[config.mk]
export PLATFORM = sky130hd
export DESIGN_NAME = rank_pwr_tracker
export DESIGN_NICKNAME = d
export VERILOG_FILES = /design/src/rtl/rank_pwr_pkg.sv /design/src/rtl/rpt_bank_track.sv /design/src/rtl/rpt_state_ctl.sv /design/src/rtl/rpt_residency.sv /design/src/rtl/rank_pwr_tracker.sv
export SDC_FILE = /design/constraint.sdc
export NUM_CORES = 1
export LEC_CHECK = 0
export BUFFER_PORTS_ARGS = -buffer_cell sky130_fd_sc_hd__buf_4
export CORE_MARGIN = 4
export CORE_UTILIZATION = 40
export DETAILED_ROUTE_END_ITERATION = 7
export GPL_TIMING_DRIVEN = 0
export HOLD_SLACK_MARGIN = 0.06
export PLACE_DENSITY = 0.69
export SYNTH_ARGS = -nofsm -noshare
export SYNTH_HDL_FRONTEND = slang
export SYNTH_SLANG_ARGS = --single-unit
[constraint.sdc]
create_clock -name clk -period 8.1 [get_ports clk]
set_clock_uncertainty 0.05 [all_clocks]
set_input_delay 1.62 -clock clk [delete_from_list [all_inputs] [get_ports clk]]
set_output_delay 1.62 -clock clk [all_outputs]
set_load 0.03 [all_outputs]
[src/rtl/rank_pwr_pkg.sv]
package rank_pwr_pkg;
  typedef enum logic [2:0] {
    PS_IDLE    = 3'd0,
    PS_REF     = 3'd1,
    PS_PRE_PDN = 3'd2,
    PS_ACT     = 3'd3,
    PS_ACT_PDN = 3'd4
  } pwr_st_e;

  localparam int NUM_ST = 5;
endpackage

[src/rtl/rpt_bank_track.sv]
module rpt_bank_track #(
  parameter int NUM_BANKS = 8,
  parameter int BANK_W    = 3,
  parameter int CNT_W     = 4
) (
  input  logic              clk,
  input  logic              rst_n,
  input  logic              open_en,
  input  logic [BANK_W-1:0] act_bank,
  input  logic              pre_vld,
  input  logic [BANK_W-1:0] pre_bank,
  input  logic              pre_all,
  output logic [CNT_W-1:0]  open_cnt,
  output logic              cnt_to_zero
);
  logic [NUM_BANKS-1:0] open_mask, mask_nxt;
  logic [CNT_W-1:0]     cnt_nxt;

  function automatic logic [CNT_W-1:0] pop_cnt(input logic [NUM_BANKS-1:0] m);
    logic [CNT_W-1:0] c;
    c = '0;
    for (int i = 0; i < NUM_BANKS; i++) c = c + CNT_W'(m[i]);
    return c;
  endfunction

  always_comb begin
    mask_nxt = open_mask;
    if (pre_all) mask_nxt = '0;
    else if (pre_vld) mask_nxt[pre_bank] = 1'b0;
    if (open_en && !pre_all) mask_nxt[act_bank] = 1'b1;
    cnt_nxt     = pop_cnt(mask_nxt);
    cnt_to_zero = (open_cnt != '0) && (cnt_nxt == '0);
  end

  always_ff @(posedge clk) begin
    if (!rst_n) begin
      open_mask <= '0;
      open_cnt  <= '0;
    end else begin
      open_mask <= mask_nxt;
      open_cnt  <= cnt_nxt;
    end
  end


  zero_pulse_chk: assert property (@(posedge clk) disable iff (!rst_n)
    cnt_to_zero |=> open_cnt == '0);


  open_nonzero_chk: assert property (@(posedge clk) disable iff (!rst_n)
    (open_en && !pre_vld && !pre_all) |=> open_cnt != '0);
endmodule

[src/rtl/rpt_state_ctl.sv]
module rpt_state_ctl
  import rank_pwr_pkg::*;
#(
  parameter int TS_W    = 32,
  parameter int DLY_W   = 8,
  parameter int CNT_W   = 4,
  parameter int PRE_CYC = 4
) (
  input  logic             clk,
  input  logic             rst_n,
  input  logic [TS_W-1:0]  now,
  input  logic             act_vld,
  input  logic             ref_start,
  input  logic             ref_done,
  input  logic             pdn_req,
  input  logic             pdn_exit,
  input  logic [DLY_W-1:0] pdn_dly,
  input  logic [CNT_W-1:0] open_cnt,
  input  logic             cnt_to_zero,
  output logic             act_ok,
  output pwr_st_e          st,
  output logic             pend_vld,
  output pwr_st_e          pend_st,
  output logic [TS_W-1:0]  pend_at,
  output logic [TS_W-1:0]  last_chg_at,
  output logic             act_err
);
  pwr_st_e         st_n, ps_n;
  logic            pv_n, fire_ev, act_bad;
  logic [TS_W-1:0] pa_n;

  function automatic logic [TS_W-1:0] book_at(input logic [TS_W-1:0] t,
                                              input logic [TS_W-1:0] d);
    return t + d;
  endfunction

  assign act_ok  = act_vld && (st == PS_IDLE || st == PS_ACT);
  assign act_bad = act_vld && !act_ok;
  assign fire_ev = pend_vld && (now == pend_at);

  always_comb begin
    st_n = st;
    pv_n = pend_vld;
    ps_n = pend_st;
    pa_n = pend_at;
    if (fire_ev) begin
      pv_n = 1'b0;
      st_n = pend_st;
    end
    case (st)
      PS_IDLE: begin
        if (act_ok) begin
          st_n = PS_ACT;
          pv_n = 1'b0;
        end else if (ref_start) begin
          st_n = PS_REF;
          pv_n = 1'b0;
        end else if (pdn_req) begin
          st_n = PS_PRE_PDN;
          pv_n = 1'b0;
        end
      end
      PS_REF:     if (ref_done) st_n = PS_IDLE;
      PS_PRE_PDN: if (pdn_exit) st_n = PS_IDLE;
      PS_ACT: begin
        if (act_ok) begin
          st_n = PS_ACT;
          pv_n = 1'b0;
        end else if (pdn_req) begin
          st_n = PS_ACT_PDN;
          pv_n = 1'b0;
        end else if (cnt_to_zero) begin
          pv_n = 1'b1;
          ps_n = PS_IDLE;
          pa_n = book_at(now, TS_W'(PRE_CYC));
        end
      end
      PS_ACT_PDN: if (pdn_exit) st_n = (open_cnt != '0) ? PS_ACT : PS_IDLE;
      default:    st_n = PS_IDLE;
    endcase
    if (st_n == PS_IDLE && st != PS_IDLE && pdn_dly != '0) begin
      pv_n = 1'b1;
      ps_n = PS_PRE_PDN;
      pa_n = book_at(now, TS_W'(pdn_dly));
    end
  end

  always_ff @(posedge clk) begin
    if (!rst_n) begin
      st          <= PS_IDLE;
      pend_vld    <= 1'b0;
      pend_st     <= PS_IDLE;
      pend_at     <= '0;
      last_chg_at <= '0;
      act_err     <= 1'b0;
    end else begin
      st       <= st_n;
      pend_vld <= pv_n;
      pend_st  <= ps_n;
      pend_at  <= pa_n;
      if (st_n != st) last_chg_at <= now;
      if (act_bad) act_err <= 1'b1;
    end
  end


  err_sticky_chk: assert property (@(posedge clk) disable iff (!rst_n)
    act_err |=> act_err);


  bad_act_hold_chk: assert property (@(posedge clk) disable iff (!rst_n)
    (act_bad && !pdn_exit && !ref_done) |=> $stable(st));


  fire_take_chk: assert property (@(posedge clk) disable iff (!rst_n)
    (fire_ev && !act_vld && !pdn_req && !ref_start) |=> st == $past(pend_st));


  act_pdn_entry_chk: assert property (@(posedge clk) disable iff (!rst_n)
    ($past(st) != PS_ACT && $past(st) != PS_ACT_PDN) |-> st != PS_ACT_PDN);


  stamp_move_chk: assert property (@(posedge clk) disable iff (!rst_n)
    (st != $past(st)) |-> last_chg_at == now - 1'b1);
endmodule

[src/rtl/rpt_residency.sv]
module rpt_residency
  import rank_pwr_pkg::*;
#(
  parameter int TS_W = 32
) (
  input  logic                   clk,
  input  logic                   rst_n,
  input  pwr_st_e                st,
  output logic [TS_W-1:0]        now,
  output logic [NUM_ST*TS_W-1:0] res_flat
);
  localparam int SUM_W = TS_W + 3;

  logic [TS_W-1:0]  res_q [NUM_ST];
  logic [SUM_W-1:0] res_sum;

  always_ff @(posedge clk) begin
    if (!rst_n) now <= '0;
    else        now <= now + 1'b1;
  end

  for (genvar k = 0; k < NUM_ST; k++) begin : g_res
    always_ff @(posedge clk) begin
      if (!rst_n) res_q[k] <= '0;
      else if (st == pwr_st_e'(k)) res_q[k] <= res_q[k] + 1'b1;
    end
    assign res_flat[k*TS_W +: TS_W] = res_q[k];
  end

  always_comb begin
    res_sum = '0;
    for (int k = 0; k < NUM_ST; k++) res_sum = res_sum + SUM_W'(res_q[k]);
  end


  res_sum_chk: assert property (@(posedge clk) disable iff (!rst_n)
    res_sum == SUM_W'(now));
endmodule

[src/rtl/rank_pwr_tracker.sv]
module rank_pwr_tracker
  import rank_pwr_pkg::*;
#(
  parameter int NUM_BANKS = 8,
  parameter int TS_W      = 32,
  parameter int DLY_W     = 8,
  parameter int PRE_CYC   = 4,
  localparam int BANK_W   = $clog2(NUM_BANKS),
  localparam int CNT_W    = $clog2(NUM_BANKS + 1)
) (
  input  logic                   clk,
  input  logic                   rst_n,
  input  logic                   act_vld,
  input  logic [BANK_W-1:0]      act_bank,
  input  logic                   pre_vld,
  input  logic [BANK_W-1:0]      pre_bank,
  input  logic                   pre_all,
  input  logic                   ref_start,
  input  logic                   ref_done,
  input  logic                   pdn_req,
  input  logic                   pdn_exit,
  input  logic [DLY_W-1:0]       pdn_dly,
  output logic [2:0]             cur_state,
  output logic [CNT_W-1:0]       open_banks,
  output logic                   pend_vld,
  output logic [2:0]             pend_state,
  output logic [TS_W-1:0]        pend_at,
  output logic [TS_W-1:0]        last_chg_at,
  output logic [NUM_ST*TS_W-1:0] res_cycles,
  output logic                   act_err
);
  pwr_st_e         st, pend_st;
  logic            act_ok, cnt_to_zero;
  logic [TS_W-1:0] now;

  rpt_bank_track #(
    .NUM_BANKS(NUM_BANKS), .BANK_W(BANK_W), .CNT_W(CNT_W)
  ) u_banks (
    .clk(clk), .rst_n(rst_n), .open_en(act_ok), .act_bank(act_bank),
    .pre_vld(pre_vld), .pre_bank(pre_bank), .pre_all(pre_all),
    .open_cnt(open_banks), .cnt_to_zero(cnt_to_zero)
  );

  rpt_state_ctl #(
    .TS_W(TS_W), .DLY_W(DLY_W), .CNT_W(CNT_W), .PRE_CYC(PRE_CYC)
  ) u_ctl (
    .clk(clk), .rst_n(rst_n), .now(now), .act_vld(act_vld),
    .ref_start(ref_start), .ref_done(ref_done), .pdn_req(pdn_req),
    .pdn_exit(pdn_exit), .pdn_dly(pdn_dly), .open_cnt(open_banks),
    .cnt_to_zero(cnt_to_zero), .act_ok(act_ok), .st(st),
    .pend_vld(pend_vld), .pend_st(pend_st), .pend_at(pend_at),
    .last_chg_at(last_chg_at), .act_err(act_err)
  );

  rpt_residency #(.TS_W(TS_W)) u_res (
    .clk(clk), .rst_n(rst_n), .st(st), .now(now), .res_flat(res_cycles)
  );

  assign cur_state  = st;
  assign pend_state = pend_st;


  idle_closed_chk: assert property (@(posedge clk) disable iff (!rst_n)
    st == PS_IDLE |-> open_banks == '0);
endmodule

; ---- Word level (Yosys, flattened, before mapping)
; Memories as Yosys holds them, arrays and structs flattened.
; Index checks and enable logic that the tools add are counted.
; Widths: inputs -> output; s select.
[op_classes]
mux = 58
n_reduce_logical = 21
shift = 0
n_mul = 0
eq_ne = 8
n_bitwise = 8
addsub = 15
div_mod_pow = 0
magnitude_cmp = 4
[op_table]
columns = cell, n
row1 = $mux 32, 10
row2 = $add 32x1->32 const B, 6
row3 = $add 32x3->32 const B, 1
row4 = $add 32x8->32, 1
row5 = $eq 32x32->1, 1
row6 = $mux 3, 9
row7 = $mux 1, 26
row8 = $add 4x1->4, 6
row9 = $mux 8, 3
row10 = $pmux 3 s5, 1
row11 = $mux 2, 6
row12 = $logic_and 1x1->1, 9
row13 = $and 8x8->8, 1
row14 = $lt 3x4->1 const B, 2
row15 = $not 8->8, 1
row16 = $or 8x8->8, 1
row17 = $reduce_bool 8->1, 1
row18 = $demux 1 s3, 2
row19 = $eq 3x2->1 const B, 2
row20 = $ge 3x1->1 const B, 2
row21 = $logic_not 3->1, 2
row22 = $or 1x1->1, 5
row23 = $logic_not 4->1, 1
row24 = $ne 2x1->1 const B, 2
row25 = other kinds (11), 13
[totals]
mem_count = 1
output_inout_bits = 236
inputBits = 23
mem_bits_ro = 0
register_bits = 114
latchBits = 0
word_cells = 124
mem_bits_rw = 160
[mem_list]
columns = memory, depth, width, rd, rd_ports_with_merged_regs, write_ports, line
row1 = u_res.res_q, 5, 32, 5, 0, 5, rpt_residency.sv:14  ; logic [TS_W-1:0] res_q [NUM_ST];

; ---- Logic depth before layout (Yosys ltp)
[depth]
depth_word = 24
depth_mapped = 22
mapped_depth_nobuf = 19

; ---- By module
; Synthesis repeated with hierarchy kept, for this count alone.
[unflattened]
hier_cells = 1666
hier_area_um2 = 15438.6
[by_module_without_submodules]
columns = module, seq_area_each_um2, area_each_um2, cells_each, n_inst
row1 = rpt_residency, 5445.2, 9834.4, 968, 1
row2 = rpt_state_ctl, 1401.3, 4865.9, 626, 1
row3 = rpt_bank_track, 240.2, 738.2, 72, 1

; ---- Worst setup path before layout
; Ideal clock, no wire load.
[synth_timing]
kind = input-to-reg
start = in act_vld
end = reg u_ctl.pend_at[5]
n_path_buf = 3
setup_ns = 0.115
t_required_ns = 7.935
arrival_ns = 6.054
slack_ns = 1.881
stages = 18
cell_sequence = clkbuf_1 > and3_1 > nor2b_1 > a32o_1 > ha_1 > fa_1 > inv_1 > fa_1 > fa_1 > inv_1 > fa_1 > nor4b_1 > and4_1 > clkbuf_1 > clkbuf_1 > mux2i_1 > nor2_1 > o21a_1
[synth_via]
elab_chain_len = 14
word_cells_on_any_way = 24
cone_classes = 7 x add/sub / 2 x eq/ne / 5 x mux / 10 x reduce/logical
[synth_lines]
columns = element, line
row1 = start: declaration, rank_pwr_tracker.sv:13  ; input logic act_vld,
row2 = $logic_and 1x1->1, rpt_state_ctl.sv:37  ; assign act_ok = act_vld && (st == PS_IDLE || st == PS_ACT);
row3 = $logic_and 1x1->1, rpt_bank_track.sv:30  ; if (open_en && !pre_all) mask_nxt[act_bank] = 1'b1;
row4 = $mux 8, rpt_bank_track.sv:30
row5 = named net u_banks.mask_nxt[0], rpt_bank_track.sv:16  ; logic [NUM_BANKS-1:0] open_mask, mask_nxt;
row6 = $add 1x1->2, rpt_bank_track.sv:22  ; for (int i = 0; i < NUM_BANKS; i++) c = c + CNT_W'(m[i]);
row7 = $add 4x1->4 (6 in series), rpt_bank_track.sv:22
row8 = named net u_banks.cnt_nxt[1], rpt_bank_track.sv:17  ; logic [CNT_W-1:0] cnt_nxt;
row9 = $logic_not 4->1, rpt_bank_track.sv:32  ; cnt_to_zero = (open_cnt != '0) && (cnt_nxt == '0);
row10 = $logic_and 1x1->1, rpt_bank_track.sv:32
row11 = $reduce_bool 2->1 (no line), -
row12 = $reduce_and 4->1 (no line), -
row13 = end signal: assignment, rpt_state_ctl.sv:100  ; pend_at <= pa_n;
row14 = end: declaration, rpt_state_ctl.sv:24  ; output logic [TS_W-1:0] pend_at,
; The timed path passes the listed nets, and every way through them passes these cells.
; A chain may end at the register's enable or synchronous reset.

; ---- Final worst setup path
; Same ends and word-level chain as after synthesis.

==> metrics.cfg <==
[status]
status=finished, final reports clean

[timing]
max_slew_margin=0.397
drv_slew=0
rsz0062_at_grt=no
finalSetupViolCount=0
finalCriticalPeriod_ns=6.74
post-route-period-util=0.832
tightest_slew_ns=0.904
setup_tns_ns=0
hold_viol_final=0
fin_ws_ns=1.36
fmax_mhz=148

[floorplanning]
fp-row-count=71
die_area_um2=41100
start_util=0.404
core_um2=37600
die_x_um=203
fp.dieH_um=203
io_pins=259

[synth]
syn-cell-area_um2=15200
yosysUniqueCellTypes=78
yosys.area.top_type=edfxtp_1
yosys.area_share.adder=0.0214
synth_enable_flop_cells=160
yosys.cell_count.top_type=nor2_1
synthTopCellsByCount=nor2_1 (244), nand2_1 (195), edfxtp_1 (160)
synthXorXnorAreaFrac=0.121
avgSynthCellArea_um2=9.24
synthArstFlopShare=0
netlist_top_cells_area=edfxtp_1 (32%), dfxtp_1 (15%), nor2_1 (6.0%)
synthFlopType=edfxtp_1
synth_compound_area_frac=0.0851
ys_warn_count=0
synth_top_family_by_area=simple AND/OR/NAND/NOR gates
syn_inst=1643
synth-seq-cells=274
muxShareOfSynthArea=0.0255
yosysTopAreaCellShare=0.317
synth_simple_gate_area_frac=0.241
ys_seq_area_frac=0.467

[global_routing]
grt_pass1_wl_um=74100
first_global_vias=13151
grt_max_degree=33
antenna_found_initial=0
overflow=0
grt_use_total=0.222

[routing]
antenna_left=0
drt_iter0_drc=1079
wl_um=47700
wire_per_inst_um=19.3
vias_per_cell=5.49
first_pass_iters=5
drc=0
vias=13538

[critical_path]
path_common_cell=fa_1
reg2reg_to=u_ctl.pend_at[5]
critPathCaptureType=flip-flop
cpPeakStageDelay_ns=0.58
timing.rr.start=u_ctl.st[0]
crit_chain=clkbuf_1 > and3_1 > nor2b_1 > a32o_1 > ha_1 > fa_1 > inv_1 > fa_1 > fa_1 > inv_1 > fa_1 > nor4b_1 > and4_1 > clkbuf_1 > clkbuf_1 > mux2i_1 > nor2_1 > o21a_1
path_class=primary input to flip-flop
slowest_stage=clkbuf_1
required_ns=8.51
worstPathMaxFanout=10
reg2reg_slack_ns=1.46
worstPathArrival_ns=7.14
critPathLaunchType=primary input
reg2reg_depth=21

[cells_and_area]
fill_cells=3516
area_growth_pct=23.9
antenna_cells=0
final_core_util=0.500
drive_above_1_share=0.191
layout.nets=1979

[cts]
clk_latency_ns=0.57
post_cts_resized=0
clock_path_buffers=3
tritoncts=built
clk_pin_slew_ns=0.06
cts_buffers=31
root_buffer=clkbuf_16
cts_num_sinks=274
cts_hold_buf=0
h-tree-depth=1
cts_setup_buffers=0

[pwr]
p_seq_frac=0.425
power.switching_mw=1.34
power.leakage_nw=6.93
irDropWorstVdd_mv=0.136
pwr-share-comb=0.231
power_density_nw_per_um2=221
p_clk_frac=0.344
p_int_mw=2.81
swShare=0.323

[placement]
dp.final_hpwl_um=35300
portBuffers=254
globalplace.congestion=0.998
place_ws_ns=0.901

[run]
cap_violations=0

[min_path]
holdPathEnd=u_ctl.last_chg_at[4]
hold_depth=2
hold_class=flip-flop to flip-flop
min_from=u_ctl.last_chg_at[4]

worst max-delay path, delay by kind of cell:
kind	cells	cell delay (ns)
buffers and inverters	5	1.35
adder cells (fa/ha/maj)	5	2.19
AND/OR/NAND/NOR	5	1.32
multiplexers	1	0.27
AO/OA/AOI/OAI	2	0.39
per-stage QoR:
step | cell area [µm²] | instances | power, mW | hold WS [ns]
2_1_floorplan | 15200 | 1644 | 2.36 | 0.411
3_3_place_gp | 17700 | 2409 | 2.72 | 0.398
3_5_place_dp | 17800 | 2411 | 2.74 | 0.402
4_1_cts | 18800 | 2467 | 4.17 | 0.410
5_1_grt | 18800 | 2467 | 4.31 | 0.434
6_report | 18800 | 2467 | 4.15 | 0.411
sequential cells by signal (all words and copies together) (netlist names):
name,flops
u_res.res_q,160
u_ctl.pend_at,32
u_banks.open_cnt,4
u_ctl.last_chg_at,32
u_ctl.pend_vld,1
u_res.now,32
u_ctl.act_err,1
u_ctl.pend_st,1
u_banks.open_mask,8
u_ctl.st,3
area by class of cell:
type | instances | area [µm²] | area share
Clock inverter | 12 | 143 | 0.00759
Multi-Input combinational cell | 1242 | 7530 | 0.401
Buffer | 89 | 437 | 0.0232
Inverter | 39 | 146 | 0.00779
Timing Repair Buffer | 256 | 1930 | 0.103
Sequential cell | 274 | 7090 | 0.377
Clock buffer | 44 | 883 | 0.0470
Tap cell | 511 | 639 | 0.0340
power groups by stage:
stage                     combinational, mW  clock, mW  sequential [mW]
after floorplan                       0.386          0             1.98
after global placement                0.936          0             1.79
after detailed placement              0.949          0             1.79
after CTS                             0.953       1.46             1.76
after global routing                   1.01       1.52             1.78
final                                 0.957       1.43             1.76
placed cells by master (no fill, tap or decap), drive strengths merged, types with 7 or more instances in the layout:
cell	n
buf	295
nor2	244
nand2	195
edfxtp	160
dfxtp	114
xor2	104
xnor2	103
clkbuf	94
nand3	86
o21ai	71
a21oi	56
nand4	46
or3	40
and3	39
inv	38
nor3	36
mux2i	36
and2	19
ha	18
and4	15
nor2b	14
nor4	11
a211oi	10
a31oi	9
o211ai	8
or2	8
clkinv	8
nand2b	7
worst max path at each step:
stage                      startpoint               end  slack (ns)
final                         act_vld  u_ctl.pend_at[5]        1.36
after global routing      u_ctl.st[0]  u_ctl.pend_at[5]        1.21
after CTS                     act_vld  u_ctl.pend_at[5]        1.47
after detailed placement      act_vld  u_ctl.pend_at[5]        0.90
after global placement        act_vld  u_ctl.pend_at[5]        0.97
after floorplan               act_vld  u_ctl.pend_at[5]        1.88
metal layers:
metal / wire length [µm] / vias to the layer above / track usage
met1: 19900 / 6504 / 0.300
met5: 0 / - / 0
met4: 1450 / 0 / 0.0623
met2: 22300 / 599 / 0.368
li1: - / 6336 / -
met3: 3930 / 99 / 0.0391
cell families after synthesis:
kind of cell | count (synthesis)
AOI/OAI and AO/OA | 200
xor gates and xnor gates | 207
adders and majority gates | 23
buffers and inverters | 128
DFF | 274
muxes | 38
other | 1
and+or+nand+nor | 772
Note: power is estimated with default switching activity, not from simulation.
